==> src/rtl/alu8_pkg.sv <==
// Shared definitions for the 8-bit ALU: operation codes, status bit
// positions and the reset value of the status byte.
package alu8_pkg;
    typedef enum logic [3:0] {
        OP_PASS = 4'd0,
        OP_ORA  = 4'd1,
        OP_AND  = 4'd2,
        OP_EOR  = 4'd3,
        OP_ADC  = 4'd4,
        OP_SBC  = 4'd5,
        OP_CMP  = 4'd6,
        OP_BIT  = 4'd7,
        OP_ASL  = 4'd8,
        OP_LSR  = 4'd9,
        OP_ROL  = 4'd10,
        OP_ROR  = 4'd11,
        OP_INC  = 4'd12,
        OP_DEC  = 4'd13,
        OP_TSB  = 4'd14,
        OP_TRB  = 4'd15
    } alu_op_e;

    localparam int FLAG_N = 7;
    localparam int FLAG_V = 6;
    localparam int FLAG_U = 5;
    localparam int FLAG_B = 4;
    localparam int FLAG_D = 3;
    localparam int FLAG_I = 2;
    localparam int FLAG_Z = 1;
    localparam int FLAG_C = 0;

    localparam logic [7:0] STATUS_RESET = 8'h04;
    localparam logic [7:0] STATUS_MASK  = 8'hDF;
endpackage

==> src/rtl/alu8_adder.sv <==
// Add/subtract unit with carry, in binary or packed-BCD form.
// Assumes W is a multiple of 4. BCD results are defined only for operands
// whose digits are 0..9. V always follows the binary sum.
module alu8_adder #(
    parameter int W = 8
) (
    input  logic [W-1:0] a,
    input  logic [W-1:0] b,
    input  logic         cin,
    input  logic         sub,
    input  logic         dec,
    output logic [W-1:0] sum,
    output logic         cout,
    output logic         vout
);
    localparam int ND = W / 4;

    logic [W-1:0] b_eff;
    logic [W:0]   bin_sum;
    logic [W-1:0] dec_sum;
    logic [ND:0]  dcy;

    // Binary path: subtract is add of the inverted operand.
    always_comb begin
        b_eff   = sub ? ~b : b;
        bin_sum = {1'b0, a} + {1'b0, b_eff} + {{W{1'b0}}, cin};
        vout    = (a[W-1] == b_eff[W-1]) && (bin_sum[W-1] != a[W-1]);
    end

    assign dcy[0] = cin;

    // Decimal path: one adjusted digit per nibble, carry rippling upward.
    for (genvar i = 0; i < ND; i++) begin : g_digit
        logic [4:0] raw;
        logic [4:0] adj;
        logic       fix;

        // Per-digit raw sum or difference and its +6/-6 correction.
        always_comb begin
            if (sub) begin
                raw = {1'b0, a[4*i +: 4]} - {1'b0, b[4*i +: 4]} - {4'b0, ~dcy[i]};
                fix = raw[4];
                adj = fix ? raw - 5'd6 : raw;
            end else begin
                raw = {1'b0, a[4*i +: 4]} + {1'b0, b[4*i +: 4]} + {4'b0, dcy[i]};
                fix = (raw > 5'd9);
                adj = fix ? raw + 5'd6 : raw;
            end
        end

        assign dec_sum[4*i +: 4] = adj[3:0];
        assign dcy[i+1]          = sub ? ~fix : fix;
    end

    // Select the binary or decimal view.
    always_comb begin
        sum  = dec ? dec_sum : bin_sum[W-1:0];
        cout = dec ? dcy[ND] : bin_sum[W];
    end
endmodule

==> src/rtl/alu8_logic.sv <==
// Non-adder operations: logic, shifts/rotates, increment/decrement,
// compare, bit test and test-and-modify. Purely combinational.
// For the adder operations it returns zero, which the top ignores.
module alu8_logic
    import alu8_pkg::*;
#(
    parameter int W = 8
) (
    input  alu_op_e      op,
    input  logic [W-1:0] a,
    input  logic [W-1:0] b,
    input  logic         cin,
    output logic [W-1:0] res,
    output logic         cout
);
    logic [W:0] diff;

    // Compare difference with an extra bit for the borrow.
    assign diff = {1'b0, a} - {1'b0, b};

    // Result and shifted-out bit for each operation.
    always_comb begin
        res  = '0;
        cout = 1'b0;
        case (op)
            OP_PASS: res = b;
            OP_ORA:  res = a | b;
            OP_AND:  res = a & b;
            OP_EOR:  res = a ^ b;
            OP_ASL:  begin res = {b[W-2:0], 1'b0}; cout = b[W-1]; end
            OP_LSR:  begin res = {1'b0, b[W-1:1]}; cout = b[0];   end
            OP_ROL:  begin res = {b[W-2:0], cin};  cout = b[W-1]; end
            OP_ROR:  begin res = {cin, b[W-1:1]};  cout = b[0];   end
            OP_INC:  res = b + 1'b1;
            OP_DEC:  res = b - 1'b1;
            OP_CMP:  begin res = diff[W-1:0]; cout = ~diff[W]; end
            OP_BIT:  res = a & b;
            OP_TSB:  res = b | a;
            OP_TRB:  res = b & ~a;
            default: begin res = '0; cout = 1'b0; end
        endcase
    end
endmodule

==> src/rtl/alu8_flagreg.sv <==
// Registered status byte. A load replaces every stored bit. An execute
// commits N, V, Z, C where their enables are set. Bit 5 is never stored.
// upd/nxt index order: 0=C, 1=Z, 2=V, 3=N.
module alu8_flagreg
    import alu8_pkg::*;
#(
    parameter int NF = 4
) (
    input  logic          clk,
    input  logic          rst_n,
    input  logic          exec,
    input  logic          ld_en,
    input  logic [7:0]    ld_val,
    input  logic [NF-1:0] upd,
    input  logic [NF-1:0] nxt,
    output logic [7:0]    status
);
    localparam int FPOS [NF] = '{FLAG_C, FLAG_Z, FLAG_V, FLAG_N};

    logic [7:0] upd_bits;
    logic [7:0] nxt_bits;

    // Scatter the per-flag enables and values onto their byte positions.
    always_comb begin
        upd_bits = '0;
        nxt_bits = '0;
        for (int k = 0; k < NF; k++) begin
            upd_bits[FPOS[k]] = upd[k];
            nxt_bits[FPOS[k]] = nxt[k];
        end
    end

    // Status register with load priority over execute.
    always_ff @(posedge clk) begin
        if (!rst_n) begin
            status <= STATUS_RESET;
        end else if (ld_en) begin
            status <= ld_val & STATUS_MASK;
        end else if (exec) begin
            status <= ((status & ~upd_bits) | (nxt_bits & upd_bits)) & STATUS_MASK;
        end
    end
endmodule

==> src/rtl/alu8_status.sv <==
// Top of the 8-bit ALU: picks the adder or the logic unit, forms the next
// flags and their enables per operation, and holds the status byte.
// Assumes the caller feeds carry_in/dec_in from the flags it wants applied.
module alu8_status
    import alu8_pkg::*;
#(
    parameter int W = 8
) (
    input  logic         clk,
    input  logic         rst_n,
    input  logic [3:0]   op,
    input  logic [W-1:0] opa,
    input  logic [W-1:0] opb,
    input  logic         carry_in,
    input  logic         dec_in,
    input  logic         imm_bit,
    input  logic         exec,
    input  logic         ld_en,
    input  logic [7:0]   ld_val,
    output logic [W-1:0] result,
    output logic         res_wr,
    output logic         n_nxt,
    output logic         v_nxt,
    output logic         z_nxt,
    output logic         c_nxt,
    output logic         n_upd,
    output logic         v_upd,
    output logic         z_upd,
    output logic         c_upd,
    output logic [7:0]   status
);
    alu_op_e      op_e;
    logic [W-1:0] add_sum;
    logic         add_c;
    logic         add_v;
    logic [W-1:0] lg_res;
    logic         lg_c;
    logic         is_add;

    assign op_e   = alu_op_e'(op);
    assign is_add = (op_e == OP_ADC) || (op_e == OP_SBC);

    alu8_adder #(.W(W)) u_add (
        .a    (opa),
        .b    (opb),
        .cin  (carry_in),
        .sub  (op_e == OP_SBC),
        .dec  (dec_in),
        .sum  (add_sum),
        .cout (add_c),
        .vout (add_v)
    );

    alu8_logic #(.W(W)) u_lg (
        .op   (op_e),
        .a    (opa),
        .b    (opb),
        .cin  (carry_in),
        .res  (lg_res),
        .cout (lg_c)
    );

    // Result mux, next flag values and per-operation flag enables.
    always_comb begin
        result = is_add ? add_sum : lg_res;
        res_wr = !((op_e == OP_CMP) || (op_e == OP_BIT));
        n_nxt  = result[W-1];
        v_nxt  = add_v;
        z_nxt  = (result == '0);
        c_nxt  = is_add ? add_c : lg_c;
        n_upd  = 1'b1;
        v_upd  = 1'b0;
        z_upd  = 1'b1;
        c_upd  = 1'b0;
        case (op_e)
            OP_ADC, OP_SBC: begin v_upd = 1'b1; c_upd = 1'b1; end
            OP_ASL, OP_LSR, OP_ROL, OP_ROR, OP_CMP: c_upd = 1'b1;
            OP_BIT: begin
                n_nxt = opb[W-1];
                v_nxt = opb[W-2];
                z_nxt = ((opa & opb) == '0);
                n_upd = !imm_bit;
                v_upd = !imm_bit;
            end
            OP_TSB, OP_TRB: begin
                z_nxt = ((opa & opb) == '0);
                n_upd = 1'b0;
            end
            default: ;
        endcase
    end

    alu8_flagreg #(.NF(4)) u_flags (
        .clk    (clk),
        .rst_n  (rst_n),
        .exec   (exec),
        .ld_en  (ld_en),
        .ld_val (ld_val),
        .upd    ({n_upd, v_upd, z_upd, c_upd}),
        .nxt    ({n_nxt, v_nxt, z_nxt, c_nxt}),
        .status (status)
    );
endmodule

==> config.mk <==
export PLATFORM = sky130hd
export DESIGN_NAME = alu8_status
export DESIGN_NICKNAME = d
export VERILOG_FILES = /design/src/rtl/alu8_pkg.sv /design/src/rtl/alu8_adder.sv /design/src/rtl/alu8_logic.sv /design/src/rtl/alu8_flagreg.sv /design/src/rtl/alu8_status.sv
export SDC_FILE = /design/constraint.sdc
export NUM_CORES = 1
export LEC_CHECK = 0
export CORE_MARGIN = 1
export CORE_UTILIZATION = 55
export CTS_BUF_LIST = sky130_fd_sc_hd__clkbuf_8
export CTS_CLUSTER_DIAMETER = 120
export DETAILED_ROUTE_END_ITERATION = 12
export GPL_TIMING_DRIVEN = 0
export PLACE_DENSITY = 0.83
export SYNTH_ARGS = -nofsm -noshare
export SYNTH_HDL_FRONTEND = slang
export SYNTH_SLANG_ARGS = --single-unit
export TNS_END_PERCENT = 1
==> constraint.sdc <==
create_clock -name clk -period 14.9 [get_ports clk]
set_input_delay 3.725 -clock clk [delete_from_list [all_inputs] [get_ports clk]]
set_output_delay 3.725 -clock clk [all_outputs]
set_load 0.01 [all_outputs]
==> results of run 1 <==
==> stage by stage <==
| stage | hold WS, ns | std cells | util [%] | worst slack, ns | power (mW) |
|---|---|---|---|---|---|
| after floorplan | 0.511 | 564 | - | 2.53 | 0.167 |
| after global placement | 0.458 | 718 | 66.0 | 0.348 | 0.227 |
| after CTS | 0.503 | 722 | 66.6 | 0.153 | 0.264 |
| after global routing | 0.542 | 722 | 66.8 | 0.258 | 0.290 |
| final | 0.496 | 722 | 66.8 | 0.754 | 0.270 |
| after detailed placement | 0.487 | 718 | 66.0 | 0.153 | 0.235 |
==> final timing paths <==
path,from,end,cells past startpoint
setup / recovery,opb[0],z_nxt,25
hold / removal,u_flags.status[3],u_flags.status[3],2
setup reg to reg,u_flags.status[1],u_flags.status[1],3
hold reg to reg,u_flags.status[3],u_flags.status[3],2
==> where the power goes <==
part	switching (mW)	internal (mW)
Sequential	0.000589	0.0201
Clock	0.00984	0.0179
Combinational	0.124	0.0974
==> layout make-up <==
cell class / instances / area, sq um
Fill cell: 670 / 2410
Multi-Input combinational cell: 479 / 3650
Clock buffer: 3 / 41.3
Timing Repair Buffer: 55 / 553
Clock inverter: 1 / 3.75
Inverter: 47 / 176
Sequential cell: 7 / 140
Tap cell: 99 / 124
Buffer: 31 / 158
==> synthesized netlist by cell type (all sizes together) (12+ instances only) <==
cell / count
a21oi: 43
buf: 22
fa: 12
ha: 61
inv: 47
mux2i: 15
nand2: 38
nand2b: 17
nor2: 41
nor3: 15
o21ai: 29
xnor2: 24
==> cell families (layout without fill, tap and decap cells) <==
logic type,count (synthesis),after routing,share of synthesized area [%]
and+or+nand+nor,190,190,25.2
AOI/OAI and AO/OA,169,169,28.0
xor gates and xnor gates,29,29,6.87
buffers and inverters,78,137,8.12
other,2,2,0.183
adders and majority gates,73,73,24.4
muxes,16,16,3.92
DFF,7,7,3.41
==> layer usage <==
layer | vias to the layer above | GRT usage (%)
met3 | 33 | 4.48
met5 | - | 0
met1 | 2178 | 53.6
met4 | 0 | 9.38
li1 | 2160 | -
met2 | 268 | 62.3
==> repair_timing <==
action | in CTS | in global routing
setup endpoints to repair | 0 | 2
resized for setup | 0 | 3
hold buffers | 0 | 0
==> critical path, cell delays in order <==
cell	delay, ns
dlymetal6s2s_1	0.50
inv_1	0.23
fa_1	0.66
inv_1	0.08
ha_1	0.19
nor2_1	0.15
fa_1	0.26
nand2b_4	0.09
a211o_1	0.30
and2_1	0.16
mux2i_1	0.29
fa_1	0.54
ha_1	0.20
or2_2	0.34
fa_1	0.43
o21ai_0	0.20
o2bb2ai_1	0.25
xnor2_1	0.17
a21oi_1	0.10
a2111oi_2	0.36
o32ai_1	0.19
nor4_1	0.24
a31oi_1	0.14
inv_1	0.10
clkdlybuf4s50_1	0.53
==> results.py, run 1 <==
metrics = {
    "synthesis": {
        "synth-seq-area-share_pct": 3.41,
        "ys.warnings.count": 0,
        "ys_ff_latch": 7,
        "syn-cell-area_sq_mm": 0.00411,
        "yosys-top-cells-area": "ha_1 (19%), fa_1 (5.8%), a21oi_1 (5.2%)",
        "synth.distinct_cells": 77,
        "synth-async-reset-ratio_pct": 0,
        "synthesis.instances": 564,
        "synth_top_area_cell": "ha_1",
        "synth_top_area_share_pct": 18.6,
        "syn_avg_cell_area_sq_um": 7.29,
        "synthFlopType": "dfxtp_1",
        "synth_edf_count": 0,
        "syn_nets": 672,
    },
    "global_routing": {
        "gr-total-overflow": 0,
        "grt_pass1_wl_microns": 22500,
        "grt_usage_pct": 38.2,
        "grt_max_degree": 11,
        "grt_antenna_before_repair": 0,
        "grt_pass1_vias": 4192,
    },
    "cts": {
        "cts.htree.levels": 1,
        "clk_latency_ns": 0.23,
        "root_buffer": "clkbuf_8",
        "cts_setup_buffers": 0,
        "cts.sinks": 7,
        "cts_tree": "built",
        "clk_pin_slew_ns": 0.04,
        "clockBufferDepth": 2,
        "numCtsBuffers": 3,
    },
    "route": {
        "routed-wl-met2_microns": 6670,
        "ant_nets": 0,
        "post_drt_wl_per_cell_microns": 20.2,
        "drt_iter0_markers": 491,
        "met3_wirelength_microns": 1380,
        "wl_met1_microns": 6240,
        "drc": 0,
        "viasPerCell": 6.43,
        "wirelength_microns": 14600,
        "top_layer": "met4",
        "first_pass_iters": 6,
        "via_count": 4639,
    },
    "status": {
        "status": "finished, final reports clean",
    },
    "timing": {
        "clock-skew-final_ns": 0,
        "post-route-min-period_ns": 14.15,
        "setup_violations": 0,
        "worst_pin_slew_ns": 0.842,
        "fin_crit_sh_pct": 94.9,
        "slew_headroom_pct": 43.1,
        "setup_tns_ns": 0,
        "fmax_mhz": 70.7,
        "rsz0062_at_grt": "no",
        "hold_viol": 0,
        "slew_viol_final": 0,
    },
    "floorplanning": {
        "dieArea_sq_mm": 0.00783,
        "coreArea_sq_mm": 0.00725,
        "die_h_microns": 88.5,
        "io_pins": 60,
        "die_x_microns": 88.5,
        "num_rows": 31,
        "initial_core_util_pct": 56.7,
    },
    "placement": {
        "place_hpwl_microns": 11700,
        "postPlaceCellArea_sq_mm": 0.00479,
        "portBuffers": 55,
        "gp_congestion": 0.940,
    },
    "layout": {
        "final_cell_mix": "ha_1 (61), clkdlybuf4s50_1 (54), inv_1 (48), a21oi_1 (43), nor2_1 (41)",
        "finalNetCount": 732,
        "fin_area_sq_mm": 0.00484,
        "final_common_cell": "ha_1",
        "drive_gt1_share_pct": 6.74,
        "area_growth_pct": 17.7,
        "antenna_cells": 0,
    },
    "critical_path": {
        "startpoint_type": "primary input",
        "crit_type": "in2out",
        "crit_fanout": 10,
        "endpoint_kind": "output port",
        "regToRegSetupSlack_ns": 14.00,
        "arrival_ns": 10.42,
        "crit_required_ns": 11.18,
    },
    "power_and_ir_drop": {
        "power_density_mw_per_mm2": 55.7,
        "irDropWorstVdd_v": 0.0000451,
        "power_leakage_nw": 2.13,
    },
    "hold_path": {
        "hold_path_class": "reg2reg",
    },
    "run": {
        "max_cap_viol_count": 0,
    },
}
No activity file was read; power rests on OpenSTA's default activity.
==> run 2, diff against run 1 <==
--- a/config.mk
+++ b/config.mk
@@ -7,7 +7,7 @@
 export LEC_CHECK = 0
 export CORE_MARGIN = 1
 export CORE_UTILIZATION = 55
-export CTS_BUF_LIST = sky130_fd_sc_hd__clkbuf_8
+export CTS_BUF_LIST = sky130_fd_sc_hd__clkbuf_16
 export CTS_CLUSTER_DIAMETER = 120
 export DETAILED_ROUTE_END_ITERATION = 12
 export GPL_TIMING_DRIVEN = 0
==> results.py, run 2 (same netlist as run 1, synthesis figures left out) <==
metrics = {
    "route": {
        "wirelength_microns": 14400,
        "viasPerCell": 6.48,
        "drt_iter0_markers": 454,
        "via_count": 4676,
        "drc": 0,
        "first_pass_iters": 7,
        "ant_nets": 0,
        "post_drt_wl_per_cell_microns": 20.0,
    },
    "cts": {
        "numCtsBuffers": 3,
        "cts.sinks": 7,
        "clk_pin_slew_ns": 0.03,
        "clk_latency_ns": 0.23,
        "cts_tree": "built",
        "ctsResizeCount": 0,
        "cts_setup_buffers": 0,
        "cts_hold_buf": 0,
        "clockBufferDepth": 2,
        "cts.htree.levels": 1,
        "root_buffer": "clkbuf_16",
    },
    "layout": {
        "n_fill_cell": 667,
        "finalNetCount": 732,
        "post-route-util_pct": 67.2,
        "fin_area_sq_mm": 0.00487,
        "area_growth_pct": 18.4,
        "final_cell_mix": "ha_1 (61), clkdlybuf4s50_1 (54), inv_1 (48), a21oi_1 (43), nor2_1 (41)",
        "final_cells": 722,
        "final_common_cell": "ha_1",
        "antenna_cells": 0,
        "drive_gt1_share_pct": 6.58,
    },
    "global_routing": {
        "grt_pass1_vias": 4243,
        "use_met1_pct": 52.3,
        "gr-total-overflow": 0,
        "met2_usage_pct": 61.2,
        "grt_usage_pct": 37.4,
        "grt_max_degree": 11,
        "use_met3_pct": 4.10,
        "grt_antenna_before_repair": 0,
        "busiest_layer": "met2",
        "grt_pass1_wl_microns": 22300,
    },
    "status": {
        "status": "finished, final reports clean",
    },
    "power_and_ir_drop": {
        "pwr-share-comb_pct": 76.8,
        "seq_power_share_pct": 7.3,
        "power_density_mw_per_mm2": 58.8,
        "power_mw": 0.286,
        "p_switching_mw": 0.134,
        "pwr-share-clk_pct": 16.0,
        "p_sw_share_pct": 46.8,
        "irDropWorstVdd_v": 0.0000571,
        "p_int_mw": 0.152,
        "power_leakage_nw": 2.14,
    },
    "timing": {
        "timing.hold.ws_ns": 0.496,
        "worst_slack_ns": 0.547,
        "fmax_mhz": 69.7,
        "setup_violations": 0,
        "post-route-min-period_ns": 14.35,
        "slew_viol_final": 0,
        "hold_viol": 0,
        "slew_headroom_pct": 42.3,
        "worst_pin_slew_ns": 0.854,
        "clock-skew-final_ns": 0,
        "fin_crit_sh_pct": 96.3,
        "rsz0062_at_grt": "no",
        "setup_tns_ns": 0,
    },
    "floorplanning": {
        "die_h_microns": 88.5,
        "initial_core_util_pct": 56.7,
        "num_rows": 31,
        "io_pins": 60,
        "coreArea_sq_mm": 0.00725,
        "die_x_microns": 88.5,
        "dieArea_sq_mm": 0.00783,
    },
    "placement": {
        "gp_congestion": 0.940,
        "place_hpwl_microns": 11700,
        "dp_slack_ns": 0.153,
        "place_inst": 718,
        "postPlaceCellArea_sq_mm": 0.00479,
        "portBuffers": 55,
    },
    "critical_path": {
        "endpoint_kind": "output port",
        "crit_fanout": 10,
        "arrival_ns": 10.63,
        "crit_type": "in2out",
        "crit_required_ns": 11.18,
        "startpoint_type": "primary input",
    },
    "run": {
        "max_cap_viol_count": 0,
    },
    "hold_path": {
        "hold_path_class": "reg2reg",
    },
}
[run 2: cell types whose count changed in the layout (fill, tap and decap cells not counted)]
cell | before | now
clkbuf_16 | 0 | 3
a2111oi_1 | 0 | 1
a2111oi_2 | 1 | 0
clkbuf_8 | 3 | 0
[run 2: power by group through the flow]
stage	combinational [mW]	clock (mW)	sequential, mW
floorplan	0.146	0	0.0216
global placement	0.207	0	0.0209
detailed placement	0.214	0	0.0210
CTS	0.215	0.0462	0.0208
global route	0.239	0.0473	0.0209
finish	0.220	0.0457	0.0208
[run 2: layout make-up]
class | count | area, sq um | area share, %
well taps | 99 | 124 | 2.54
clock buffers | 3 | 75.1 | 1.54
multi-input cells | 479 | 3640 | 74.7
clock inverters | 1 | 3.75 | 0.0771
plain buffers | 31 | 158 | 3.24
repair buffers | 55 | 553 | 11.4
flip-flops and latches | 7 | 140 | 2.88
inverters | 47 | 176 | 3.62
[run 2: path summary, 6_finish.rpt]
kind	startpoint	to	slack, ns	depth (start not counted)
worst max-delay path	opb[0]	z_nxt	0.55	25
worst min-delay path	u_flags.status[3]	u_flags.status[3]	0.50	2
worst max register to register	u_flags.status[1]	u_flags.status[1]	13.97	3
worst min register to register	u_flags.status[3]	u_flags.status[3]	0.50	2
[run 2: critical path, cell delays in order]
cell             delay, ns
dlymetal6s2s_1        0.52
inv_1                 0.23
fa_1                  0.66
inv_1                 0.07
ha_1                  0.19
nor2_1                0.15
fa_1                  0.25
nand2b_4              0.09
a211o_1               0.30
and2_1                0.16
mux2i_1               0.29
fa_1                  0.54
ha_1                  0.20
or2_2                 0.34
fa_1                  0.43
o21ai_0               0.19
o2bb2ai_1             0.24
xnor2_1               0.17
a21oi_1               0.09
a2111oi_1             0.54
o32ai_1               0.22
nor4_1                0.25
a31oi_1               0.14
inv_1                 0.10
clkdlybuf4s50_1       0.53
[run 2: layer usage]
metal,vias up,part of all wire [%]
met5,-,0
met4,0,2.9
met3,44,9.3
met2,276,45
met1,2195,42
li1,2161,-
